[src/rtl/temp_remap_pkg.sv]
package temp_remap_pkg;
  localparam int unsigned RA_W = 8;
  localparam int unsigned RD_W = 8;
  localparam int unsigned HALF = RD_W / 2;
  localparam int unsigned NPAIR = 7;

  localparam logic [RD_W-1:0] LANE_ALL = {RD_W{1'b1}};
  localparam logic [RD_W-1:0] LANE_NONE = {RD_W{1'b0}};
  localparam logic [RD_W-1:0] LANE_HI = {{HALF{1'b1}}, {HALF{1'b0}}};
  localparam logic [RD_W-1:0] LANE_LO = {{HALF{1'b0}}, {HALF{1'b1}}};

  // whole-byte exchange pairs: legacy side and digital-channel side, same index
  localparam logic [NPAIR*RA_W-1:0] LEGACY_SET =
    {8'h8B, 8'h70, 8'h6A, 8'h67, 8'h4F, 8'h4E, 8'h25};
  localparam logic [NPAIR*RA_W-1:0] DIGITAL_SET =
    {8'h8A, 8'h94, 8'h3D, 8'h3B, 8'h35, 8'h34, 8'h33};

  // hysteresis bytes, exchanged with nibble rotation
  localparam logic [RA_W-1:0] HYST_LO_ADDR = 8'h6D;
  localparam logic [RA_W-1:0] HYST_HI_ADDR = 8'h6E;

  // shared bytes holding swapped sub-fields
  localparam logic [RA_W-1:0] SH_RANGE_ADDR = 8'h5F;
  localparam logic [RA_W-1:0] SH_DIGCFG_ADDR = 8'h3C;
  localparam logic [RA_W-1:0] SH_ACOUST_ADDR = 8'h62;

  typedef struct packed {
    logic [RA_W-1:0] a_addr;
    logic [RD_W-1:0] a_lane;
    logic            a_rot;
    logic [RA_W-1:0] b_addr;
    logic [RD_W-1:0] b_lane;
    logic            b_rot;
  } route_t;

  function automatic logic [RD_W-1:0] swap_halves(input logic [RD_W-1:0] v);
    return {v[HALF-1:0], v[RD_W-1:HALF]};
  endfunction

  function automatic logic [RD_W-1:0] steer(input logic [RD_W-1:0] v, input logic rot);
    return rot ? swap_halves(v) : v;
  endfunction

  // route for bytes with sub-field sharing; whole-byte and pass-through cases elsewhere
  function automatic route_t shared_route(input logic [RA_W-1:0] addr, input route_t dflt);
    route_t r;
    r = dflt;
    if (addr == SH_RANGE_ADDR) begin
      r.a_addr = SH_RANGE_ADDR;  r.a_lane = LANE_LO; r.a_rot = 1'b0;
      r.b_addr = SH_DIGCFG_ADDR; r.b_lane = LANE_HI; r.b_rot = 1'b0;
    end else if (addr == SH_DIGCFG_ADDR) begin
      r.a_addr = SH_ACOUST_ADDR; r.a_lane = LANE_LO; r.a_rot = 1'b0;
      r.b_addr = SH_RANGE_ADDR;  r.b_lane = LANE_HI; r.b_rot = 1'b0;
    end else if (addr == SH_ACOUST_ADDR) begin
      r.a_addr = SH_ACOUST_ADDR; r.a_lane = LANE_HI; r.a_rot = 1'b0;
      r.b_addr = SH_DIGCFG_ADDR; r.b_lane = LANE_LO; r.b_rot = 1'b0;
    end
    return r;
  endfunction
endpackage

[src/rtl/temp_remap_route.sv]
module temp_remap_route
  import temp_remap_pkg::*;
(
  input  logic            replace_en,
  input  logic [RA_W-1:0] bus_addr,
  output route_t          route
);
  logic [NPAIR-1:0] hit_legacy;
  logic [NPAIR-1:0] hit_digital;
  logic             hit_pair;
  logic [RA_W-1:0]  partner;
  logic             hit_hyst;
  logic [RA_W-1:0]  hyst_partner;
  route_t           base;

  for (genvar gi = 0; gi < NPAIR; gi++) begin : g_pair
    assign hit_legacy[gi]  = (bus_addr == LEGACY_SET[gi*RA_W +: RA_W]);
    assign hit_digital[gi] = (bus_addr == DIGITAL_SET[gi*RA_W +: RA_W]);
  end

  assign hit_pair = |{hit_legacy, hit_digital};
  assign hit_hyst = (bus_addr == HYST_LO_ADDR) || (bus_addr == HYST_HI_ADDR);
  assign hyst_partner = (bus_addr == HYST_LO_ADDR) ? HYST_HI_ADDR : HYST_LO_ADDR;

  always_comb begin
    partner = bus_addr;
    for (int i = 0; i < NPAIR; i++) begin
      if (hit_legacy[i])  partner = DIGITAL_SET[i*RA_W +: RA_W];
      if (hit_digital[i]) partner = LEGACY_SET[i*RA_W +: RA_W];
    end
  end

  always_comb begin
    base.a_addr = bus_addr;
    base.a_lane = LANE_ALL;
    base.a_rot  = 1'b0;
    base.b_addr = bus_addr;
    base.b_lane = LANE_NONE;
    base.b_rot  = 1'b0;
    route = base;
    if (replace_en) begin
      if (hit_pair) begin
        route.a_addr = partner;
      end else if (hit_hyst) begin
        route.a_addr = hyst_partner;
        route.a_rot  = 1'b1;
      end else begin
        route = shared_route(bus_addr, base);
      end
    end
  end

  // the two ports together cover every logical bit exactly once
  always_comb begin
    a_r4_lanes_disjoint: assert ((route.a_lane & route.b_lane) == LANE_NONE)
      else $error("lanes overlap");
    a_r5_lanes_cover: assert ((route.a_lane | route.b_lane) == LANE_ALL)
      else $error("lanes leave a gap");
  end
endmodule

[src/rtl/temp_remap_steer.sv]
module temp_remap_steer
  import temp_remap_pkg::*;
(
  input  route_t          route,
  input  logic            bus_rd,
  input  logic            bus_wr,
  input  logic [RD_W-1:0] bus_wdata,
  output logic [RD_W-1:0] bus_rdata,
  output logic [RA_W-1:0] rf_a_addr,
  output logic [RD_W-1:0] rf_a_wmask,
  output logic [RD_W-1:0] rf_a_wdata,
  input  logic [RD_W-1:0] rf_a_rdata,
  output logic [RA_W-1:0] rf_b_addr,
  output logic [RD_W-1:0] rf_b_wmask,
  output logic [RD_W-1:0] rf_b_wdata,
  input  logic [RD_W-1:0] rf_b_rdata
);
  logic [RD_W-1:0] a_view;
  logic [RD_W-1:0] b_view;
  logic [RD_W-1:0] merged;

  assign rf_a_addr  = route.a_addr;
  assign rf_b_addr  = route.b_addr;
  assign rf_a_wdata = steer(bus_wdata, route.a_rot);
  assign rf_b_wdata = steer(bus_wdata, route.b_rot);
  assign rf_a_wmask = bus_wr ? steer(route.a_lane, route.a_rot) : LANE_NONE;
  assign rf_b_wmask = bus_wr ? steer(route.b_lane, route.b_rot) : LANE_NONE;

  assign a_view = steer(rf_a_rdata, route.a_rot) & route.a_lane;
  assign b_view = steer(rf_b_rdata, route.b_rot) & route.b_lane;
  assign merged = a_view | b_view;
  assign bus_rdata = bus_rd ? merged : LANE_NONE;

  always_comb begin
    if (!bus_wr) begin
      a_r8_no_stray_write: assert (rf_a_wmask == LANE_NONE && rf_b_wmask == LANE_NONE)
        else $error("write mask without write strobe");
    end
    if (!bus_rd) begin
      a_r8_quiet_read: assert (bus_rdata == LANE_NONE)
        else $error("read data without read strobe");
    end
    if (bus_wr && route.a_addr == route.b_addr) begin
      a_r5_single_byte_mask: assert (rf_b_wmask == LANE_NONE)
        else $error("port B writes the same byte as port A");
    end
  end
endmodule

[src/rtl/temp_remap_zone.sv]
module temp_remap_zone #(
  parameter int unsigned NUM_PWM = 3,
  parameter int unsigned BEH_W   = 3
) (
  input  logic                     replace_en,
  input  logic [NUM_PWM*BEH_W-1:0] pwm_behav,
  output logic [NUM_PWM-1:0]       pwm_peci_zone
);
  for (genvar gp = 0; gp < NUM_PWM; gp++) begin : g_out
    logic is_default;
    assign is_default = (pwm_behav[gp*BEH_W +: BEH_W] == '0);
    assign pwm_peci_zone[gp] = replace_en && is_default;

    always_comb begin
      if (pwm_peci_zone[gp]) begin
        a_r9_takeover_needs_default: assert (replace_en && pwm_behav[gp*BEH_W +: BEH_W] == '0)
          else $error("zone takeover on a non-default output");
      end
    end
  end
endmodule

[src/rtl/temp_remap.sv]
module temp_remap
  import temp_remap_pkg::*;
#(
  parameter int unsigned NUM_PWM = 3,
  parameter int unsigned BEH_W   = 3
) (
  input  logic                     replace_en,
  input  logic                     bus_rd,
  input  logic                     bus_wr,
  input  logic [RA_W-1:0]          bus_addr,
  input  logic [RD_W-1:0]          bus_wdata,
  output logic [RD_W-1:0]          bus_rdata,
  output logic [RA_W-1:0]          rf_a_addr,
  output logic [RD_W-1:0]          rf_a_wmask,
  output logic [RD_W-1:0]          rf_a_wdata,
  input  logic [RD_W-1:0]          rf_a_rdata,
  output logic [RA_W-1:0]          rf_b_addr,
  output logic [RD_W-1:0]          rf_b_wmask,
  output logic [RD_W-1:0]          rf_b_wdata,
  input  logic [RD_W-1:0]          rf_b_rdata,
  input  logic [NUM_PWM*BEH_W-1:0] pwm_behav,
  output logic [NUM_PWM-1:0]       pwm_peci_zone
);
  route_t route;

  temp_remap_route u_route (
    .replace_en (replace_en),
    .bus_addr   (bus_addr),
    .route      (route)
  );

  temp_remap_steer u_steer (
    .route      (route),
    .bus_rd     (bus_rd),
    .bus_wr     (bus_wr),
    .bus_wdata  (bus_wdata),
    .bus_rdata  (bus_rdata),
    .rf_a_addr  (rf_a_addr),
    .rf_a_wmask (rf_a_wmask),
    .rf_a_wdata (rf_a_wdata),
    .rf_a_rdata (rf_a_rdata),
    .rf_b_addr  (rf_b_addr),
    .rf_b_wmask (rf_b_wmask),
    .rf_b_wdata (rf_b_wdata),
    .rf_b_rdata (rf_b_rdata)
  );

  temp_remap_zone #(.NUM_PWM(NUM_PWM), .BEH_W(BEH_W)) u_zone (
    .replace_en    (replace_en),
    .pwm_behav     (pwm_behav),
    .pwm_peci_zone (pwm_peci_zone)
  );

  always_comb begin
    if (!replace_en) begin
      a_r1_identity_port_a: assert (rf_a_addr == bus_addr && rf_b_wmask == LANE_NONE)
        else $error("remap active while legacy layout is off");
      a_r9_no_takeover_off: assert (pwm_peci_zone == '0)
        else $error("zone takeover while legacy layout is off");
    end
    if (bus_wr && !replace_en) begin
      a_r7_data_verbatim: assert (rf_a_wdata == bus_wdata && rf_a_wmask == LANE_ALL)
        else $error("write data altered");
    end
  end
endmodule

[config.mk]
export PLATFORM = sky130hd
export DESIGN_NAME = temp_remap
export DESIGN_NICKNAME = d
export VERILOG_FILES = /design/src/rtl/temp_remap_pkg.sv /design/src/rtl/temp_remap_route.sv /design/src/rtl/temp_remap_steer.sv /design/src/rtl/temp_remap_zone.sv /design/src/rtl/temp_remap.sv
export SDC_FILE = /design/constraint.sdc
export NUM_CORES = 1
export LEC_CHECK = 0
export BUFFER_PORTS_ARGS = -buffer_cell sky130_fd_sc_hd__buf_2
export CORE_MARGIN = 3
export CORE_UTILIZATION = 45
export DETAILED_ROUTE_END_ITERATION = 7
export GPL_TIMING_DRIVEN = 0
export PLACE_DENSITY = 0.91
export SLEW_MARGIN = 20
export SYNTH_ARGS = -nofsm -noshare
export SYNTH_HDL_FRONTEND = slang
export SYNTH_SLANG_ARGS = --single-unit
[constraint.sdc]
create_clock -name vclk -period 4.1
set_clock_uncertainty 0.15 [all_clocks]
set_input_delay 0.41 -clock vclk [all_inputs]
set_output_delay 0.41 -clock vclk [all_outputs]
set_load 0.02 [all_outputs]
==> summary.md, run 1 <==
| Metric | Value |
|---|---|
| Setup ws final | 0.8023 ns |
| Drt initial violations | 150 |
| Hold Crit Class | in2out |
| Sequential share of the synthesized area | 0% |
| Share of cells above drive strength 1 | between 40% and 50% |
| CP max stage delay | 0.60 ns |
| Crit path capture | rf_b_wmask[5] |
| Filler cell count | between 300 and 400 |
| Post-Route WL | around 5900 um |
| Crit path depth | 9 |
| Critical Path Most Common Cell | buf_2 |
| Syn Area/Cell | 7.088 sq um |
| Hold Vio Cnt, Final | 0 |
| CTS Hold Bufs | 0 |
| Worst-margin pin slew | 0.6146 ns |
| Vias in the first global route | between 1500 and 2000 |
| Site Rows | 20 |
| Total core area | about 3200 sq um |
| Post-synthesis mux area share | approximately 12% |
| Layout area overhead | 35.14% |
| WS Path Type | in2out |
| Final setup fails | 0 |
| Peak VDD IR | between 0.06 and 0.07 mV |
| CP cell instances | buf_2, buf_2, nand4b_1, nor4_1, o21ai_1, clkbuf_1, nor2_1, buf_4, buf_2 |
| Largest family of logic cells by synthesized area | simple AND/OR/NAND/NOR gates |
| Outcome | completed |
| NumNets Final | ~370 |
| Die width | 65 um |
| Period minus WS final | roughly 3.3 ns |
| Remaining antenna violation count | 0 |
| GRT Util Overall | between 20 and 30% |
| First-pass GRT wire length | 8949 um |
| Worst EP arrival | ~2.7 ns |
| Starting Density | between 40 and 50% |
| Register area | 0 sq um |
| N_diodes | 0 |
| Setup TNS | 0 ns |
| Leak pwr | roughly 1.1 nW |
| Initial antenna violation count | 0 |
| Mapped cell area | between 1500 and 2000 sq um |
| Compound-Gate Fraction of Synth Area | 33.47% |
| Worst path slowest cell | nor4_1 |
| Clock buffers | 0 |
| Yosys cell types | 67 |
| CP endpoint kind | output port |
| Final Max Slew Viols | 0 |
| Top-level port count | 103 |
| Worst Setup SP | bus_addr[5] |
| DIE HEIGHT | about 65 um |
| Area after DPL | 2117 sq um |
| CP bufs+invs | 5 |
| RSZ-0062 raised after global routing | no |
| Startpoint types | input port |
| WL/cell | around 16 um |
| Warnings from Yosys | 0 |
| TritonRoute pass-1 iters | 5 |
| Pre-CTS setup slack | 0.8224 ns |
| Relative slew slack | roughly three fifths |
| Critical path's top delay family | simple AND/OR/NAND/NOR gates |
| GR Overflow Total | 0 |
| FF+latch count | 0 |
| Die footprint | ~4200 sq um |
| XOR/XNOR Fraction of Synth Area | roughly 1.7% |
| Syn_nets | 265 |
| Adder-Cell Fraction of Synth Area | 0% |
| CP max FO | 10 |
| Achievable frequency | about 0.30 GHz |
| Vias per inst | around 6.0 |
| Buffers added on ports | just under 100 |
| Global placement routability congestion | a little over 1 |
| # DRC | 0 |
| Simple-gate share of the synthesized area | 34.98% |
| Final instance area | roughly 2100 sq um |
| Power per standard cell area | between 90 and 100 nW/um^2 |
| Tcrit/Tclk final | 80.43% |
| Cells after synthesis | roughly 220 |
| CTS resizes | 0 |
| Final HPWL DP | 4811 um |
| Postcts setup bufs | 0 |
| Reported max-cap violation count | 0 |
| Vias after detailed routing | 2179 |
| WP data required | approximately 3.5 ns |
| Pin count of the biggest net entering global routing | 11 |
## final cells by class
| cell class | instances | area, sq um | area share, % |
|---|---|---|---|
| timing repair buffer | 99 | 495.5 | 23.40 |
| inverter | 7 | 26.28 | 1.241 |
| buffer | 42 | 260.3 | 12.29 |
| multi-input combinational | 172 | 1280 | 60.46 |
| tap | 44 | 55.05 | 2.600 |
## synthesized netlist by cell type, drive strengths merged (2+ instances only)
cell type	number	share of area (%)
nand2	15	3.6
a21oi	7	2.5
nand2b	7	2.8
o22ai	3	1.2
buf	34	15
xnor2	2	1.1
o21ai	9	3.1
nor4	6	2.4
o31ai	5	2.4
nand3b	2	0.96
mux2	9	6.5
o32ai	2	1.6
a22o	3	1.7
nor4bb	2	1.3
and2	2	0.80
nor2	11	2.6
inv	6	1.4
mux2i	8	5.1
o31a	3	1.8
nand4	4	1.6
o2bb2ai	2	1.1
a31oi	4	1.6
nand3	8	2.6
o211ai	6	3.2
o211a	9	5.8
nand4b	4	2.2
clkbuf	8	1.9
nor2b	3	1.2
nor3	6	2.6
or3	3	1.2
nand4bb	3	2.5
or2	2	0.80
or3b	3	1.7
## power breakdown
group,switching (mW),total (mW),internal (mW)
Combinational,0.120,0.201,0.0811
Clock,0,0,0
Sequential,0,0,0
Total,0.120,0.201,0.0811
## worst min-delay path: cells and delay by family
| kind | cells | cell delay [ns] |
|---|---|---|
| buffers and inverters | 2 | 0.22 |
| and+or+nand+nor | 1 | 0.03 |
## metrics by stage
stage	utilization, %	cells	hold WS (ns)	total power [mW]
2_1_floorplan	-	221	0.7494	0.1291
3_3_place_gp	66.61	364	0.9208	0.1956
3_5_place_dp	66.61	364	0.9245	0.1987
4_1_cts	66.61	364	0.9245	0.1995
5_1_grt	66.61	364	0.9391	0.2152
6_report	66.61	364	0.9212	0.2012
## layer usage
metal / track usage [%] / up-vias / routed length, um
met5: 0 / - / 0
met4: 4.222 / 0 / 119
met3: 5.719 / 16 / 883
met2: 46.36 / 176 / 2793
met1: 30.68 / 953 / 2111
li1: - / 1034 / -
## layout by cell type (no fill, tap or decap), types with 5 or more instances in the layout
cell type	Yosys	final
o211ai_1	5	5
clkbuf_1	8	8
nor2_1	11	11
nand3_1	8	8
inv_1	6	6
o31ai_1	5	5
nand2_1	15	15
nor4_1	6	6
a21oi_1	6	6
mux2_1	5	5
buf_4	20	20
o21ai_0	5	5
nand2b_1	7	7
o211a_1	9	9
buf_2	10	109
mux2i_1	8	8
## cells by family after synthesis
| family | after synthesis |
|---|---|
| and+or+nand+nor | 88 |
| AOI/OAI and AO/OA | 64 |
| buffers and inverters | 49 |
| muxes | 17 |
| xor gates and xnor gates | 3 |
## how the worst min path moves through the flow
stage / cells after the start / from / endpoint / slack [ns]
3_3_place_gp: 3 / pwm_behav[2] / pwm_peci_zone[0] / 0.92
4_1_cts: 3 / pwm_behav[5] / pwm_peci_zone[1] / 0.92
5_1_grt: 3 / pwm_behav[2] / pwm_peci_zone[0] / 0.94
3_5_place_dp: 3 / pwm_behav[8] / pwm_peci_zone[2] / 0.92
6_report: 3 / pwm_behav[5] / pwm_peci_zone[1] / 0.92
2_1_floorplan: 1 / pwm_behav[2] / pwm_peci_zone[0] / 0.75
Power figures use the tool's default switching activity.
==> run 2, diff against run 1 <==
==> constraint.sdc (replaced) <==
create_clock -name vclk -period 3.2
set_clock_uncertainty 0.15 [all_clocks]
set_input_delay 0.32 -clock vclk [all_inputs]
set_output_delay 0.32 -clock vclk [all_outputs]
set_load 0.02 [all_outputs]
==> run 2 against run 1 <==
Net effect:
- final cell count did not move
- die area did not move
- flip-flop and latch count unchanged
- power rose by 29%
- worst setup slack got worse by 0.55 ns
- global-route usage is the same
- via count down 0.37%
- wire length grew 1.1%
- core utilization is 0.43 points higher
- first-iteration DRC count did not move
- combinational power rose by 29%
- critical path type unchanged
==> summary.md, run 2 (synthesis results as in run 1) <==
| Metric | Value |
|---|---|
| Reported max-cap violation count | 0 (unchanged) |
| Vias after detailed routing | 2171 (-0.37%) |
| Commonest non-fill, non-tap cells in the layout | 109 x buf_2, 20 x buf_4, 15 x nand2_1 |
| GR Overflow Total | 0 (unchanged) |
| Hold Startpoint | pwm_behav[5] |
| DIE HEIGHT | 65 um (unchanged) |
| Clock buffers | 0 (unchanged) |
| Register area | 0 sq um (unchanged) |
| CTS Hold Bufs | 0 (unchanged) |
| WS Path Type | in2out |
| Buffers added on ports | 99 (unchanged) |
| Vias in the first global route | 1943 (unchanged) |
| Worst hold slack | 0.7412 ns (-0.1800 ns) |
| Final Max Slew Viols | 0 (unchanged) |
| Site Rows | 20 (unchanged) |
| Power per standard cell area | 121.5 nW/um^2 (+28%) |
| Postcts setup bufs | 0 (unchanged) |
| Final design utilization | 67.05% (+0.43 points) |
| Most common cell after layout, fill and taps aside | buf_2 |
| Leak pwr | 1.099 nW (+0.35%) |
| Top-level port count | 103 (unchanged) |
| Hold Crit Class | in2out |
| GRT Util Overall | 25.51% (unchanged) |
| # DRC | 0 (unchanged) |
| Startpoint types | input port |
| Hold Vio Cnt, Final | 0 (unchanged) |
| Final setup fails | 0 (unchanged) |
| N_diodes | 0 (unchanged) |
| Cells after DPL | 364 (unchanged) |
| Tcrit/Tclk final | about 90% |
| Remaining antenna violation count | 0 (unchanged) |
| Vias per inst | 5.964 (-0.37%) |
| Die footprint | 4225 sq um (unchanged) |
| CP endpoint kind | output port |
| Hold Path Stages | 3 (unchanged) |
| Pin count of the biggest net entering global routing | 11 (unchanged) |
| WL/cell | 16.40 um (+1.1%) |
| TritonRoute pass-1 iters | 5 (unchanged) |
| Outcome | completed |
| CTS resizes | 0 (unchanged) |
| Worst EP arrival | 2.48 ns (-0.26 ns) |
| Share of cells above drive strength 1 | 47.50% (+0.94 points) |
| Final Non-Filler Cells | 364 (unchanged) |
| Relative slew slack | 63.79% (+5.1 points) |
| Period minus WS final | a little under 3 ns |
| Achievable frequency | between 0.3 and 0.4 GHz |
| Starting Density | 49.29% (unchanged) |
| Total core area | 3178 sq um (unchanged) |
| Power, Total | 259.0 uW (+29%) |
| WP data required | 2.73 ns (-0.81 ns) |
| Drt initial violations | 150 (unchanged) |
| Peak VDD IR | 0.07861 mV (+29%) |
| CP max FO | 10 (unchanged) |
| Die width | 65 um (unchanged) |
| Layout area overhead | 36.02% |
| Global placement routability congestion | 1.028 (unchanged) |
| Initial antenna violation count | 0 (unchanged) |
| Worst Hold Path EP | pwm_peci_zone[1] |
| Post-Route WL | 5971 um (+1.1%) |
| First-pass GRT wire length | 8949 um (unchanged) |
| NumNets Final | 366 (unchanged) |
| FF+latch count | 0 (unchanged) |
| Worst-margin pin slew | 0.5420 ns (-0.07259 ns) |
| Final HPWL DP | 4811 um (unchanged) |
[run 2: metal layers]
layer  wire [um]  share of wire, %  GRT usage (%)  up-vias
li1            -                 -              -     1031
met1        2213                37          30.68      970
met2        2820                47          46.36      162
met3         865                14          5.719        8
met4          72               1.2          4.222        0
met5           0                 0              0        -
[run 2: how the worst max path moves through the flow]
stage / startpoint / to / slack [ns] / cells past startpoint
final: bus_addr[5] / rf_b_wmask[5] / 0.25 / 9
after global routing: bus_addr[5] / rf_b_wmask[5] / -0.01 / 9
after CTS: bus_addr[5] / rf_b_wmask[5] / 0.09 / 9
after detailed placement: bus_addr[5] / rf_b_wmask[5] / 0.10 / 9
after global placement: bus_addr[5] / rf_a_wmask[6] / 0.15 / 9
after floorplan: bus_addr[5] / rf_b_wmask[5] / 0.53 / 7
[run 2: stage by stage]
stage	setup TNS (ns)	area, sq um	setup WS (ns)
6_report	0	2131	0.2513
4_1_cts	0	2117	0.09460
5_1_grt	-0.01267	2131	-0.01267
3_3_place_gp	0	2117	0.1490
2_1_floorplan	0	1567	0.5269
3_5_place_dp	0	2117	0.1024
[run 2: worst max-delay path, cell delays in order]
cell and delay (ns):
buf_2 0.12, buf_2 0.19, nand4b_1 0.34, nor4_2 0.46, o21ai_1 0.23, clkbuf_1 0.26, nor2_1 0.24, buf_4 0.15
buf_2 0.16
[run 2: layout make-up]
class	instances	area [sq um]
Multi-Input combinational cell	172	1292
Fill cell	300	1047
Timing Repair Buffer	99	495.5
Buffer	42	261.5
Tap cell	44	55.05
Inverter	7	26.28
[run 2: report_power, final]
group / total (mW) / switching, mW / internal, mW
clock network: 0 / 0 / 0
registers: 0 / 0 / 0
logic: 0.259 / 0.155 / 0.104
total: 0.259 / 0.155 / 0.104
==> run 3, diff against run 2 <==
--- a/config.mk
+++ b/config.mk
@@ -6,11 +6,12 @@
 export NUM_CORES = 1
 export LEC_CHECK = 0
 export BUFFER_PORTS_ARGS = -buffer_cell sky130_fd_sc_hd__buf_2
+export CORE_ASPECT_RATIO = 1.2
 export CORE_MARGIN = 3
-export CORE_UTILIZATION = 45
+export CORE_UTILIZATION = 41
 export DETAILED_ROUTE_END_ITERATION = 7
 export GPL_TIMING_DRIVEN = 0
-export PLACE_DENSITY = 0.91
+export PLACE_DENSITY = 0.88
 export SLEW_MARGIN = 20
 export SYNTH_ARGS = -nofsm -noshare
 export SYNTH_HDL_FRONTEND = slang
==> constraint.sdc (replaced) <==
create_clock -name vclk -period 2.4
set_clock_uncertainty 0.15 [all_clocks]
set_input_delay 0.24 -clock vclk [all_inputs]
set_output_delay 0.24 -clock vclk [all_outputs]
set_load 0.02 [all_outputs]
==> run 3 against run 2 <==
Net effect:
- the flow now finishes with violations (setup timing)
- sequential share of layout area stayed put
- cell area increased by 18%
- first-iteration DRC count rose by 20%
- flip-flop and latch count is the same
- global-route usage is 2.4 points higher
- die area is 8.9% higher
- power increased by 57%
- critical path type unchanged
- critical endpoint is now rf_a_addr[4]
- largest cell class unchanged
- largest power group unchanged
- highest routed layer unchanged
==> summary.md, run 3 (synthesis results as in run 1) <==
| Metric | Value |
|---|---|
| Worst Setup SP | bus_addr[5] |
| Hold Vio Cnt, Final | 0 (unchanged) |
| Startpoint types | input port |
| First-pass GRT wire length | 10660 um (+19%) |
| NetSw | 231.1 uW (+49%) |
| Clock group share of total power | 0% (unchanged) |
| CTS Hold Bufs | 0 (unchanged) |
| Initial antenna violation count | 0 (unchanged) |
| Layout area overhead | 60.54% |
| Buffers added on ports | 99 (unchanged) |
| GR Overflow Total | 0 (unchanged) |
| Commonest non-fill, non-tap cells in the layout | 92 x buf_2, 50 x buf_4, 14 x nand2_1 |
| Final setup fails | 11 (+11) |
| Top-level port count | 103 (unchanged) |
| Worst EP arrival | 2.18 ns (-0.30 ns) |
| Internal power | 175.2 uW (+68%) |
| Failing checks | setup timing |
| Setup ws final | -0.1674 ns (-0.4188 ns) |
| Clock buffers | 0 (unchanged) |
| Remaining antenna violation count | 0 (unchanged) |
| NumNets Final | 386 (+5.5%) |
| RSZ-0062 raised after global routing | yes |
| Drt initial violations | 180 (+20%) |
| FF+latch count | 0 (unchanged) |
| Share of cells above drive strength 1 | 56.18% (+8.7 points) |
| Most common cell after layout, fill and taps aside | buf_2 |
| DIE HEIGHT | 73.71 um (+13%) |
| Final HPWL DP | 4809 um (about the same) |
| WP data required | 2.01 ns (-0.72 ns) |
| Setup TNS | -1.222 ns (-1.222 ns) |
| WL/cell | 17.86 um (+8.9%) |
| Final Non-Filler Cells | 390 (+7.1%) |
| Vias in the first global route | 2185 (+12%) |
| N_diodes | 0 (unchanged) |
| Relative slew slack | 64.14% (+0.35 points) |
| Reported max-cap violation count | 0 (unchanged) |
| Register area | 0 sq um (unchanged) |
| Hold Startpoint | pwm_behav[2] |
| Final Max Slew Viols | 0 (unchanged) |
| Starting Density | 44.62% (-4.7 points) |
| Period minus WS final | around 2.6 ns |
| Worst-margin pin slew | 0.5368 ns (-0.005230 ns) |
| TritonRoute pass-1 iters | 5 (unchanged) |
| Tcrit/Tclk final | 107.0% |
| Area after DPL | 2138 sq um (+1.0%) |
| Final instance area | 2515 sq um (+18%) |
| Final design utilization | 71.63% (+4.6 points) |
| Global placement routability congestion | 1.035 (+0.75%) |
| CP max FO | 8 (-2) |
| Cells after DPL | 370 (+1.6%) |
| CP endpoint kind | output port |
| WS Path Type | in2out |
| Sw frac | 56.87% (-3.0 points) |
| Achievable frequency | approximately 0.4 GHz |
| Post-Route WL | 6965 um (+17%) |
| Part of the power in registers | 0% (unchanged) |
| Comb pwr share | 100.0% (about the same) |
| GRT Util Overall | 27.96% (+2.4 points) |
| Vias after detailed routing | 2337 (+7.6%) |
| Pin count of the biggest net entering global routing | 11 (unchanged) |
| Hold Crit Class | in2out |
| Site Rows | 23 (+15%) |
| Outcome | finished, violations left |
| Die footprint | 4601 sq um (+8.9%) |
| Die width | 62.43 um (-4.0%) |
| # DRC | 0 (unchanged) |
| Leak pwr | 1.261 nW (+15%) |
| Vias per inst | 5.992 (+0.47%) |
| Power per standard cell area | 161.6 nW/um^2 (+33%) |
| Total core area | 3511 sq um (+10%) |
| Peak VDD IR | 0.1023 mV (+30%) |
## run 3: cell count changes in the layout (fill, tap and decap cells not counted), sizes merged
cell / change
clkinvlp: +2
buf: +20
inv: -1
clkinv: -1
## run 3: path summary, 6_finish.rpt
check	cells past startpoint	endpoint	slack [ns]
worst max-delay path	8	rf_a_addr[4]	-0.17
worst min-delay path	3	pwm_peci_zone[0]	0.58
## run 3: layer usage
metal | GRT usage [%] | vias to the layer above | share of wire [%] | routed length, um
met1 | 31.46 | 1063 | 36 | 2483
met5 | 0 | - | 0 | 0
li1 | - | 1082 | - | -
met3 | 5.505 | 24 | 10 | 721
met2 | 53.91 | 168 | 52 | 3611
met4 | 6.863 | 0 | 2.1 | 149
## run 3: repair_timing
action / in CTS / in global routing
gates resized for setup: 42 / 24
pin swaps: 17 / 11
setup buffers: 12 / 9
endpoints found under the hold margin: 0 / 0
setup endpoints to repair: 42 / 34
## run 3: power by group through the flow
stage / registers (mW) / clock network, mW / logic, mW
floorplan: 0 / 0 / 0.223
global placement: 0 / 0 / 0.338
detailed placement: 0 / 0 / 0.342
CTS: 0 / 0 / 0.378
global route: 0 / 0 / 0.432
finish: 0 / 0 / 0.406
## run 3: critical path: stages
cell and delay, ns:
buf_8 0.10, or4b_4 0.54, a2111oi_4 0.45, or3_1 0.19, buf_6 0.13, o31a_1 0.24
o32ai_4 0.13, buf_6 0.15
## run 3: final cells by class
type / instances / area (sq um)
plain buffers: 41 / 300.3
fillers: 305 / 996.0
inverters: 7 / 33.78
multi-input cells: 172 / 1409
well taps: 50 / 62.56
repair buffers: 120 / 709.4
## run 3: stage by stage
step | setup WS, ns | total power [mW] | hold slack [ns]
detailed placement | -0.6161 | 0.3417 | 0.5797
finish | -0.1674 | 0.4063 | 0.5789
floorplan | -0.02850 | 0.2225 | 0.4094
CTS | -0.1295 | 0.3783 | 0.5797
global placement | -0.6477 | 0.3378 | 0.5808
global route | -0.2140 | 0.4324 | 0.5856
